### config.mk
export PLATFORM = sky130hd
export DESIGN_NAME = gpio_port_cell
export DESIGN_NICKNAME = d
export VERILOG_FILES = /design/src/rtl/gpio_port_pkg.sv /design/src/rtl/gpio_cfg_regs.sv /design/src/rtl/gpio_in_sync.sv /design/src/rtl/gpio_pad_ctrl.sv /design/src/rtl/gpio_port_cell.sv
export SDC_FILE = /design/constraint.sdc
export NUM_CORES = 1
export LEC_CHECK = 0
export BUFFER_PORTS_ARGS = -buffer_cell sky130_fd_sc_hd__buf_2
export CELL_PAD_IN_SITES_DETAIL_PLACEMENT = 1
export CELL_PAD_IN_SITES_GLOBAL_PLACEMENT = 2
export CORE_ASPECT_RATIO = 1.4
export CORE_MARGIN = 4
export CORE_UTILIZATION = 36
export CTS_CLUSTER_DIAMETER = 200
export DETAILED_ROUTE_END_ITERATION = 8
export PLACE_DENSITY = 0.93
export SYNTH_ARGS = -nofsm -noshare
export SYNTH_HDL_FRONTEND = slang
export SYNTH_SLANG_ARGS = --single-unit
### constraint.sdc
create_clock -name clk -period 2.2 [get_ports clk]
set_input_delay 0 -clock clk [delete_from_list [all_inputs] [get_ports clk]]
set_output_delay 0 -clock clk [all_outputs]
set_load 0.03 [all_outputs]
### src/rtl/gpio_port_pkg.sv
package gpio_port_pkg;

    // Register select codes shared by the bus decoder and the bench
    typedef enum logic [1:0] {
        SEL_DATA  = 2'd0,
        SEL_OMODE = 2'd1,
        SEL_IMODE = 2'd2,
        SEL_SKIP  = 2'd3
    } reg_sel_e;

    // Merge a byte or single-bit write into an existing register value
    function automatic logic [7:0] merge_write(
        input logic [7:0] old_val,
        input logic       bit_mode,
        input logic [7:0] mask,
        input logic       bit_val,
        input logic [7:0] byte_val
    );
        if (bit_mode)
            return (old_val & ~mask) | (bit_val ? mask : 8'h00);
        return byte_val;
    endfunction

endpackage

### src/rtl/gpio_cfg_regs.sv
module gpio_cfg_regs
    import gpio_port_pkg::*;
#(
    parameter int WIDTH       = 8,
    parameter int IDX_W       = $clog2(WIDTH),
    parameter logic [WIDTH-1:0] LATCH_RST = '1,
    parameter logic [WIDTH-1:0] OMODE_RST = '0,
    parameter logic [WIDTH-1:0] IMODE_RST = '1,
    parameter logic [WIDTH-1:0] SKIP_RST  = '0
) (
    input  logic             clk,
    input  logic             rst_n,
    input  logic             wr_en,
    input  logic             bit_mode,
    input  logic [1:0]       reg_sel,
    input  logic [IDX_W-1:0] bit_idx,
    input  logic             bit_val,
    input  logic [WIDTH-1:0] wr_data,
    output logic [WIDTH-1:0] latch_q,
    output logic [WIDTH-1:0] omode_q,
    output logic [WIDTH-1:0] imode_q,
    output logic [WIDTH-1:0] skip_q
);

    typedef struct packed {
        logic [WIDTH-1:0] latch;
        logic [WIDTH-1:0] omode;
        logic [WIDTH-1:0] imode;
        logic [WIDTH-1:0] skip;
    } cfg_t;

    cfg_t             st_d, st_q;
    logic [WIDTH-1:0] bit_mask;

    function automatic logic [WIDTH-1:0] apply(input logic [WIDTH-1:0] old_val);
        if (bit_mode)
            return (old_val & ~bit_mask) | (bit_val ? bit_mask : '0);
        return wr_data;
    endfunction

    always_comb begin
        bit_mask = WIDTH'(1) << bit_idx;
        st_d     = st_q;
        if (wr_en) begin
            unique case (reg_sel_e'(reg_sel))
                SEL_DATA:  st_d.latch = apply(st_q.latch);
                SEL_OMODE: st_d.omode = apply(st_q.omode);
                SEL_IMODE: st_d.imode = apply(st_q.imode);
                SEL_SKIP:  st_d.skip  = apply(st_q.skip);
                default:   st_d = st_q;
            endcase
        end
    end

    always_ff @(posedge clk or negedge rst_n) begin
        if (!rst_n) begin
            st_q.latch <= LATCH_RST;
            st_q.omode <= OMODE_RST;
            st_q.imode <= IMODE_RST;
            st_q.skip  <= SKIP_RST;
        end else begin
            st_q <= st_d;
        end
    end

    assign latch_q = st_q.latch;
    assign omode_q = st_q.omode;
    assign imode_q = st_q.imode;
    assign skip_q  = st_q.skip;

endmodule

### src/rtl/gpio_in_sync.sv
module gpio_in_sync #(
    parameter int WIDTH  = 8,
    parameter int STAGES = 2
) (
    input  logic             clk,
    input  logic             rst_n,
    input  logic [WIDTH-1:0] async_in,
    output logic [WIDTH-1:0] sync_out
);

    typedef struct packed {
        logic [STAGES-1:0][WIDTH-1:0] chain;
    } sync_t;

    sync_t st_d, st_q;

    always_comb begin
        st_d = st_q;
        st_d.chain[0] = async_in;
        for (int s = 1; s < STAGES; s++) begin
            st_d.chain[s] = st_q.chain[s-1];
        end
    end

    always_ff @(posedge clk or negedge rst_n) begin
        if (!rst_n) st_q <= '0;
        else        st_q <= st_d;
    end

    assign sync_out = st_q.chain[STAGES-1];

endmodule

### src/rtl/gpio_pad_ctrl.sv
module gpio_pad_ctrl #(
    parameter int WIDTH   = 8,
    parameter int SDA_PIN = 0,
    parameter int SCL_PIN = 1
) (
    input  logic [WIDTH-1:0] latch,
    input  logic [WIDTH-1:0] omode,
    input  logic [WIDTH-1:0] imode,
    input  logic [WIDTH-1:0] skip,
    input  logic [WIDTH-1:0] xbar_en,
    input  logic [WIDTH-1:0] xbar_out,
    input  logic             sbus_en,
    output logic [WIDTH-1:0] pad_out,
    output logic [WIDTH-1:0] pad_oe
);

    for (genvar i = 0; i < WIDTH; i++) begin : g_pin
        localparam bit IS_SBUS = (i == SDA_PIN) || (i == SCL_PIN);

        logic owned;
        logic drv_val;
        logic open_drain;
        logic digital;

        always_comb begin
            digital    = imode[i];
            owned      = xbar_en[i] & ~skip[i];
            drv_val    = owned ? xbar_out[i] : latch[i];
            open_drain = ~omode[i] | (sbus_en & IS_SBUS);
            if (!digital) begin
                pad_oe[i]  = 1'b0;
                pad_out[i] = 1'b0;
            end else if (open_drain) begin
                pad_oe[i]  = ~drv_val;
                pad_out[i] = 1'b0;
            end else begin
                pad_oe[i]  = 1'b1;
                pad_out[i] = drv_val;
            end
        end
    end

endmodule

### src/rtl/gpio_port_cell.sv
module gpio_port_cell
    import gpio_port_pkg::*;
#(
    parameter int WIDTH   = 8,
    parameter int SDA_PIN = 0,
    parameter int SCL_PIN = 1,
    localparam int IDX_W  = $clog2(WIDTH)
) (
    input  logic             clk,
    input  logic             rst_n,
    input  logic [1:0]       reg_sel,
    input  logic             wr_en,
    input  logic             bit_mode,
    input  logic [IDX_W-1:0] bit_idx,
    input  logic             bit_val,
    input  logic [WIDTH-1:0] wr_data,
    input  logic             rmw,
    output logic [WIDTH-1:0] rd_data,
    input  logic [WIDTH-1:0] pad_in,
    output logic [WIDTH-1:0] pad_out,
    output logic [WIDTH-1:0] pad_oe,
    input  logic [WIDTH-1:0] xbar_en,
    input  logic [WIDTH-1:0] xbar_out,
    input  logic             sbus_en
);

    logic [WIDTH-1:0] latch_q;
    logic [WIDTH-1:0] omode_q;
    logic [WIDTH-1:0] imode_q;
    logic [WIDTH-1:0] skip_q;
    logic [WIDTH-1:0] pin_sync;
    logic [WIDTH-1:0] pin_rd;

    gpio_cfg_regs #(
        .WIDTH (WIDTH),
        .IDX_W (IDX_W)
    ) regs_i (
        .clk      (clk),
        .rst_n    (rst_n),
        .wr_en    (wr_en),
        .bit_mode (bit_mode),
        .reg_sel  (reg_sel),
        .bit_idx  (bit_idx),
        .bit_val  (bit_val),
        .wr_data  (wr_data),
        .latch_q  (latch_q),
        .omode_q  (omode_q),
        .imode_q  (imode_q),
        .skip_q   (skip_q)
    );

    gpio_in_sync #(
        .WIDTH  (WIDTH),
        .STAGES (2)
    ) sync_i (
        .clk      (clk),
        .rst_n    (rst_n),
        .async_in (pad_in),
        .sync_out (pin_sync)
    );

    gpio_pad_ctrl #(
        .WIDTH   (WIDTH),
        .SDA_PIN (SDA_PIN),
        .SCL_PIN (SCL_PIN)
    ) pads_i (
        .latch    (latch_q),
        .omode    (omode_q),
        .imode    (imode_q),
        .skip     (skip_q),
        .xbar_en  (xbar_en),
        .xbar_out (xbar_out),
        .sbus_en  (sbus_en),
        .pad_out  (pad_out),
        .pad_oe   (pad_oe)
    );

    // Analog pins read as zero on the digital path
    assign pin_rd = pin_sync & imode_q;

    always_comb begin
        unique case (reg_sel_e'(reg_sel))
            SEL_DATA:  rd_data = rmw ? latch_q : pin_rd;
            SEL_OMODE: rd_data = omode_q;
            SEL_IMODE: rd_data = imode_q;
            SEL_SKIP:  rd_data = skip_q;
            default:   rd_data = '0;
        endcase
    end

endmodule

# Word level (Yosys, flattened, before mapping)
# Cells that the tools add are included.
# totals
register_bits	48
in_bits	44
output_inout_bits	24
wordCells	113
# classes
eq_ne	3
n_shift	1
muxes	60
bitwise	38
n_reduce_logical	5
# ops
cell	count
two-way mux 8 bit	10
two-way mux 1 bit	49
AND 8 bit	5
bitwise OR 8 bit	4
case mux 8 bit (4 select lines)	1
NOT 1 bit	18
AND 1 bit	8
NOT 8 bit	1
AND reduction 2 bit	4
<< shifter 1 x 3 -> 8 bit (first input constant)	1
== test 2 bit (second input constant)	2
== test 2 x 1 -> 1 bit (second input constant)	1
zero test 2 bit	1
bitwise OR 1 bit	2

# Logic depth before layout (Yosys ltp)
# Gate-level depths: netlist of the first run.
# depth
depth_word	6
depth_mapped	5
mapped_depth_nobuf	3

# Cells and area by module
# A second synthesis of the first run with hierarchy kept.
# unflattened
cells_unflattened	239
area_unflattened_um2	2736.4
# modules_own_cells
mod	instances	cells_each	area_each_um2	seq_area_each_um2
gpio_cfg_regs	1	137	1671.6	820.8
gpio_in_sync	1	16	400.4	400.4
gpio_port_cell	1	46	349.1	0.0
gpio_pad_ctrl	1	40	315.3	0.0

# Worst setup path before layout of the first run
# OpenSTA, ideal clock, no wires.
# synth_timing
kind	reg2out
startpoint	register with a tool-made name
endpoint	output rd_data[2]
arrival_time_ns	1.474
required_ns	2.200
path_slack_ns	0.726
path_stages_with_launch	4
n_path_buf	0
path_cell_list	dfstp_2 -> and3b_1 -> a211oi_1 -> a211oi_1
# synth_lines
element	line_no	text
to (decl)	gpio_port_cell.sv:18	output logic [WIDTH-1:0] rd_data,

==> out/metrics.csv, run 1 <==
metric;value;unit
Port Buf Inserts;67;
global-route wire length before repair;11.5;mm
share of cells above drive strength 1;0.417;
Leak;1.51;nW
routed wire length;7.08;mm
setup_tns;0;ns
Worst IR Drop VDD;254;uV
vias per cell;5.27;
simple-gate portion of the synthesized area;0.158;
area leader, netlist;dfrtp_1;
Crit Path Max Fanout;5;
largest net degree at the start of global routing;49;
synthesized area per cell;11.2;sq um
CORE AREA;7310;sq um
Iteration-0 DRC Markers;72;
worst slew pin tran;0.613;ns
remaining antenna violation count;0;
Slew Viols, Final;0;
grt ovf;0;
Crit. End Element;primary output;
Yosys warning count;0;
antenna violations before repair;0;
Final Setup Violations;0;
grt met2 use;0.296;
clock sinks;48;
met1 global-route usage;0.211;
Post-Route Utilization;0.446;
unrepaired setup endpoints after global routing;false;
Post-Synth XOR/XNOR Area;0;
Seq/Total Area, Yosys;0.454;
R2R Setup Slk;1.40;ns
GP Congestion;0.816;
Req. time, crit path;2.20;ns
vias;2164;
die height;110;um
GR Layer Usage met3;0.0211;
Residual DRC;0;
fillers;867;
pre-CTS setup slack;0.692;ns
syn_nets;284;
post-synth top area share;0.298;
WS Path Type;flop to primary output;
CTS root buf;clkbuf_8;
largest family of logic cells by synthesized area;multiplexers;
Yosys reg bits;48;
fin crit period;1.61;ns
Netlist Area Pre-Place;2690;sq um
CTS max path bufs;2;
Inserted Diodes;0;
Die ar.;8940;sq um
Power Dens Cells;710;nW/um^2
Hold Vio Cnt, Final;0;
gr busiest metal;met2;
cts bufs inserted;5;
CTS tree;done;
wire per inst;17.2;um
nets@finish;357;
placement row count;37;
count of cell types in the netlist;29;
Startpoint Class;flop;
post-route setup slack;0.593;ns
gr usage total;0.168;
clock skew;0.000591;ns
H-tree level count;2;
Area Overhead vs Synth;21.2;%
Slew HR;0.591;
mux contribution to synthesized area;0.197;
die width;81.1;um
CTS clock-pin slew for the worst setup and hold paths;0.09;ns
synth top area cells;dfrtp_1, dfstp_2, mux2_2;
DRT Pass-1 Iters;4;
vias in the first global route;2253;
Clock Latency Late Sink;0.30;ns
maxcap violations;0;
cells after synthesis;240;
outcome;completed;
Fmax;0.622;GHz
Synth Area in Compound Gates;0.158;
Critical Path AT;1.61;ns
fraction of the mapped netlist area in adder cells;0;
post-cts resize count;0;
Tcrit/Tclk final;0.731;
worst hold path type;input port to flop;
Initial Util;0.368;
hpwl dp;5.11;mm
Top Ports;68;
-- where the power goes --
part	total, mW	internal (mW)	switching [mW]
registers	1.18	1.06	0.120
clock network	0.512	0.223	0.290
logic	0.626	0.276	0.350
total	2.32	1.56	0.760
-- metal layers --
layer | share of wire | vias to the layer above
li1 | - | 1028
met1 | 0.41 | 1077
met2 | 0.53 | 50
met3 | 0.041 | 9
met4 | 0.019 | 0
met5 | 0 | -
-- cell families after synthesis --
kind of cell    after synthesis
mux                          49
simple gates                 69
buf+inv                      14
compound gates               60
flops                        48
-- through the flow --
step                area [sq um]  power, mW  hold WS, ns  cells
detailed placement          3080       1.82        0.110    394
global placement            3080       1.80        0.109    394
global route                3260       2.46        0.234    411
CTS                         3260       2.35        0.211    411
finish                      3260       2.32        0.211    411
floorplan                   2690       1.60       -0.296    240
-- final cells by class --
type	instances	area, sq um	area share
inverter	1	3.75	0.00115
multi-input combinational	178	1380	0.423
sequential	48	1220	0.375
tap	97	121	0.0372
timing repair buffer	79	448	0.137
clock buffer	6	72.6	0.0223
clock inverter	2	12.5	0.00384
-- path summary, 6_finish.rpt --
check                          startpoint                         end  depth (start not counted)
setup / recovery                     flop                  rd_data[7]                          4
hold / removal                 wr_data[7]                        flop                          4
setup reg to reg                     flop                        flop                          1
hold reg to reg            sync_i.st_d[8]          sync_i.sync_out[0]                          0
max in group asynchronous           rst_n  asynchronous set/reset pin                          3
min in group asynchronous           rst_n              sync_i.st_d[8]                          3
-- worst max-delay path: stages (launching register included) --
cell and delay (ns):
dfstp_2 0.58, and3b_1 0.20, a211oi_1 0.06, a211oi_1 0.22, buf_2 0.25
-- cells in the final DEF (no fill, tap or decap), types with 9 or more instances in the layout --
cell | synthesis | layout
dlygate4sd3_1 | 0 | 9
a21oi_1 | 21 | 21
dfstp_2 | 16 | 16
mux2_2 | 24 | 24
nor2_1 | 15 | 15
nor2b_1 | 23 | 23
and3b_1 | 10 | 10
dfrtp_1 | 32 | 32
mux2i_1 | 17 | 17
buf_2 | 5 | 67
a211oi_1 | 16 | 16
-- cells in the mapped netlist --
cell	count
a211oi_1	16
a21oi_1	21
a21oi_2	7
a31o_2	3
a41o_1	4
and3b_1	10
buf_2	5
buf_4	4
buf_6	2
clkbuf_1	2
dfrtp_1	32
dfstp_2	16
inv_1	1
mux2_1	8
mux2_2	24
mux2i_1	17
nand2_1	6
nand2b_1	1
nand3_1	2
nand3b_1	4
nand3b_2	1
nand4_1	1
nor2_1	15
nor2b_1	23
nor2b_2	1
o21a_1	8
o31ai_2	1
or2_2	1
or3b_1	4
-- what timing repair did --
action	CTS	global route
buffers inserted	0	0
hold buffers	9	0
hold endpoints to repair	40	0
(Power assumes the default switching activity.)
==> run 2: changes to the inputs <==
--- a/config.mk
+++ b/config.mk
@@ -5,15 +5,16 @@
 export SDC_FILE = /design/constraint.sdc
 export NUM_CORES = 1
 export LEC_CHECK = 0
+export ABC_AREA = 1
 export BUFFER_PORTS_ARGS = -buffer_cell sky130_fd_sc_hd__buf_2
 export CELL_PAD_IN_SITES_DETAIL_PLACEMENT = 1
 export CELL_PAD_IN_SITES_GLOBAL_PLACEMENT = 2
 export CORE_ASPECT_RATIO = 1.4
 export CORE_MARGIN = 4
-export CORE_UTILIZATION = 36
+export CORE_UTILIZATION = 25
 export CTS_CLUSTER_DIAMETER = 200
 export DETAILED_ROUTE_END_ITERATION = 8
-export PLACE_DENSITY = 0.93
+export PLACE_DENSITY = 0.83
 export SYNTH_ARGS = -nofsm -noshare
 export SYNTH_HDL_FRONTEND = slang
 export SYNTH_SLANG_ARGS = --single-unit
==> constraint.sdc (replaced) <==
create_clock -name clk -period 1.3 [get_ports clk]
set_input_delay 0 -clock clk [delete_from_list [all_inputs] [get_ports clk]]
set_output_delay 0 -clock clk [all_outputs]
set_load 0.03 [all_outputs]
==> run 2 against run 1 <==
- the run now ends with setup timing left
- power rose by 110%
- area after synthesis up 3.5%
- final cell count is 63% higher
- critical path depth is the same
- sequential share of layout area fell by 7.1 points
- cell area up 24%
- clock power grew to 3.1 times the previous value
- via count up 40%
- die area grew 45%
- sequential cell count did not move
- sequential power up 62%
- critical path type unchanged
- critical endpoint is now rd_data[1]
- largest power group unchanged
==> out/metrics.csv, run 2 <==
metric;value;unit;change
outcome;complete, but fails checks;;
failing checks;setup timing;;
Final Setup Violations;4;;+4
Port Buf Inserts;67;;unchanged
worst slew pin tran;0.483;ns;-0.130 ns
Yosys warning count;0;;unchanged
worst hold path type;input port to flop;;
fin cells;668;;+63%
die height;133;um;+20%
Cell Int Power;3.36;mW;+120%
fillers;1371;;+58%
Seq/Total Area, Yosys;0.438;;-0.0155
Area Overhead vs Synth;44.6;%;
Inserted Diodes;0;;unchanged
post-route setup slack;-0.0419;ns;-0.635 ns
worst hold margin;0.101;ns;-0.110 ns
clock skew;0.00287;ns;+0.00228 ns
Netlist Area Pre-Place;2790;sq um;+3.5%
fin crit period;1.34;ns;
combinational share of power;0.295;;+0.025
setup_tns;-0.0970;ns;-0.0970 ns
async set-or-reset flop fraction in the synthesized netlist;1.00;;unchanged
wire per inst;14.7;um;-15%
Seq pwr share;0.384;;-0.124
design area;4030;sq um;+24%
Crit. End Element;primary output;;
placement row count;45;;+22%
Tcrit/Tclk final;1.03;;
maxcap violations;0;;unchanged
Final Total Pwr;4.97;mW;+110%
share of cells above drive strength 1;0.383;;-0.0339
cells after synthesis;423;;+76%
commonest non-fill, non-tap cell in the layout;nand2_1;;
vias per cell;4.52;;-14%
CTS tree;done;;
CORE AREA;10900;sq um;+49%
Post-synth EDFFs;0;;unchanged
hpwl dp;7.14;mm;+40%
remaining antenna violation count;0;;unchanged
most frequent cells in the layout;nand2_1, buf_2, buf_4, nor2_1, dfrtp_1;;
Clock Latency Late Sink;0.29;ns;about the same
cell with the most instances after synthesis;nand2_1;;
Slew HR;0.677;;+0.0860
Residual DRC;0;;unchanged
synthesized area per cell;6.58;sq um;-41%
routed wire length;9.82;mm;+39%
Yosys reg bits;48;;unchanged
die width;97.2;um;+20%
H-tree level count;2;;unchanged
vias in the first global route;3238;;+44%
Top Ports;68;;unchanged
Net Sw Frac;0.324;;-0.00374
Post-Place Cells;635;;+61%
largest net degree at the start of global routing;49;;unchanged
antenna violations before repair;0;;unchanged
post-synth top area share;0.288;;-0.0102
grt ovf;0;;unchanged
unrepaired setup endpoints after global routing;true;;
cts bufs inserted;5;;unchanged
Crit Path Max Fanout;5;;unchanged
syn_nets;467;;+64%
Fmax;0.745;GHz;
global-route wire length before repair;16.3;mm;+42%
Die ar.;12900;sq um;+45%
Req. time, crit path;1.30;ns;-0.90 ns
Leak;2.05;nW;+36%
most frequent cells after synthesis;nand2_1, nor2_1, inv_1;;
vias;3019;;+40%
Most used DFF post-synth;dfrtp_1;;
count of cell types in the netlist;22;;-24%
nets@finish;570;;+60%
Iteration-0 DRC Markers;60;;-17%
DRT Pass-1 Iters;4;;unchanged
Area after DPL;3390;sq um;+10%
WS Path Type;flop to primary output;;
Sw Pwr;1.61;mW;+110%
CTS max path bufs;2;;unchanged
clock sinks;48;;unchanged
Worst IR Drop VDD;474;uV;+87%
Power Dens Cells;1230;nW/um^2;+74%
gr usage total;0.156;;-0.0117
synth top area cells;dfrtp_1, nand2_1, dfstp_2;;
CTS clock-pin slew for the worst setup and hold paths;0.06;ns;-0.03 ns
Initial Util;0.256;;-0.111
Hold Vio Cnt, Final;0;;unchanged
clock group share of total power;0.321;;+0.100
area leader, netlist;dfrtp_1;;
GP Congestion;0.810;;-0.66%
Critical Path AT;1.34;ns;-0.27 ns
Startpoint Class;flop;;
Slew Viols, Final;0;;unchanged
CTS root buf;clkbuf_16;;
[run 2: final timing paths]
| kind | from | endpoint | slack, ns | cells after the start |
|---|---|---|---|---|
| setup reg to reg | flop | flop | 0.41 | 4 |
| setup / recovery | flop | rd_data[1] | -0.04 | 4 |
| max in group asynchronous | rst_n | asynchronous set/reset pin | 0.78 | 3 |
| hold / removal | wr_data[1] | flop | 0.10 | 5 |
| min in group asynchronous | rst_n | sync_i.st_d[14] | 0.23 | 3 |
| hold reg to reg | sync_i.st_d[11] | sync_i.sync_out[3] | 0.35 | 0 |
[run 2: kinds of logic (layout without fill, tap and decap cells)]
| group | after synthesis | in the layout | synth area share |
|---|---|---|---|
| AO/OA/AOI/OAI | 43 | 43 | 0.0845 |
| AND/OR/NAND/NOR | 273 | 273 | 0.392 |
| buffers and inverters | 59 | 163 | 0.0849 |
| flip-flops | 48 | 48 | 0.438 |
[run 2: final cells by class]
type / instances / area (sq um) / area share
Clock buffer: 7 / 153 / 0.0379
Clock inverter: 1 / 30.0 / 0.00746
Sequential cell: 48 / 1220 / 0.303
Tap cell: 141 / 176 / 0.0438
Inverter: 52 / 196 / 0.0488
Timing Repair Buffer: 103 / 758 / 0.188
Multi-Input combinational cell: 316 / 1490 / 0.370
[run 2: worst max-delay path, stage by stage (launching register included)]
cell	delay (ns)
dfstp_2	0.60
nand3_2	0.09
and3_4	0.16
nand2_2	0.07
buf_6	0.13
[run 2: routing by layer]
| metal | part of all wire | vias up | wire length (um) | GRT usage |
|---|---|---|---|---|
| met1 | 0.40 | 1440 | 3970 | 0.183 |
| met2 | 0.53 | 53 | 5200 | 0.282 |
| met3 | 0.041 | 22 | 402 | 0.0327 |
| li1 | - | 1504 | - | - |
| met5 | 0 | - | 0 | 0 |
| met4 | 0.025 | 0 | 250 | 0.0507 |
[run 2: power groups by stage]
stage / Combinational (mW) / Clock, mW / Sequential (mW)
after floorplan: 0.747 / 0 / 1.86
after detailed placement: 1.11 / 0 / 1.92
after CTS: 1.32 / 1.63 / 1.89
after global placement: 1.08 / 0 / 1.92
after global routing: 1.64 / 1.69 / 1.93
final: 1.47 / 1.60 / 1.91
[run 2: what timing repair did]
item                                    in CTS  in global routing
resized for setup                           60                 50
endpoints found under the hold margin       56                  0
pin swaps                                   14                 30
hold buffers                                 9                  0
setup buffers                                6                 10
endpoints found under the setup margin      24                 24
gates cloned                                 0                  0
[run 2: metrics by stage]
step                utilization  worst slack, ns
finish                    0.371          -0.0419
global placement          0.312            0.154
detailed placement        0.312            0.105
global route              0.371           -0.115
floorplan                     -            0.133
CTS                       0.354          -0.0587
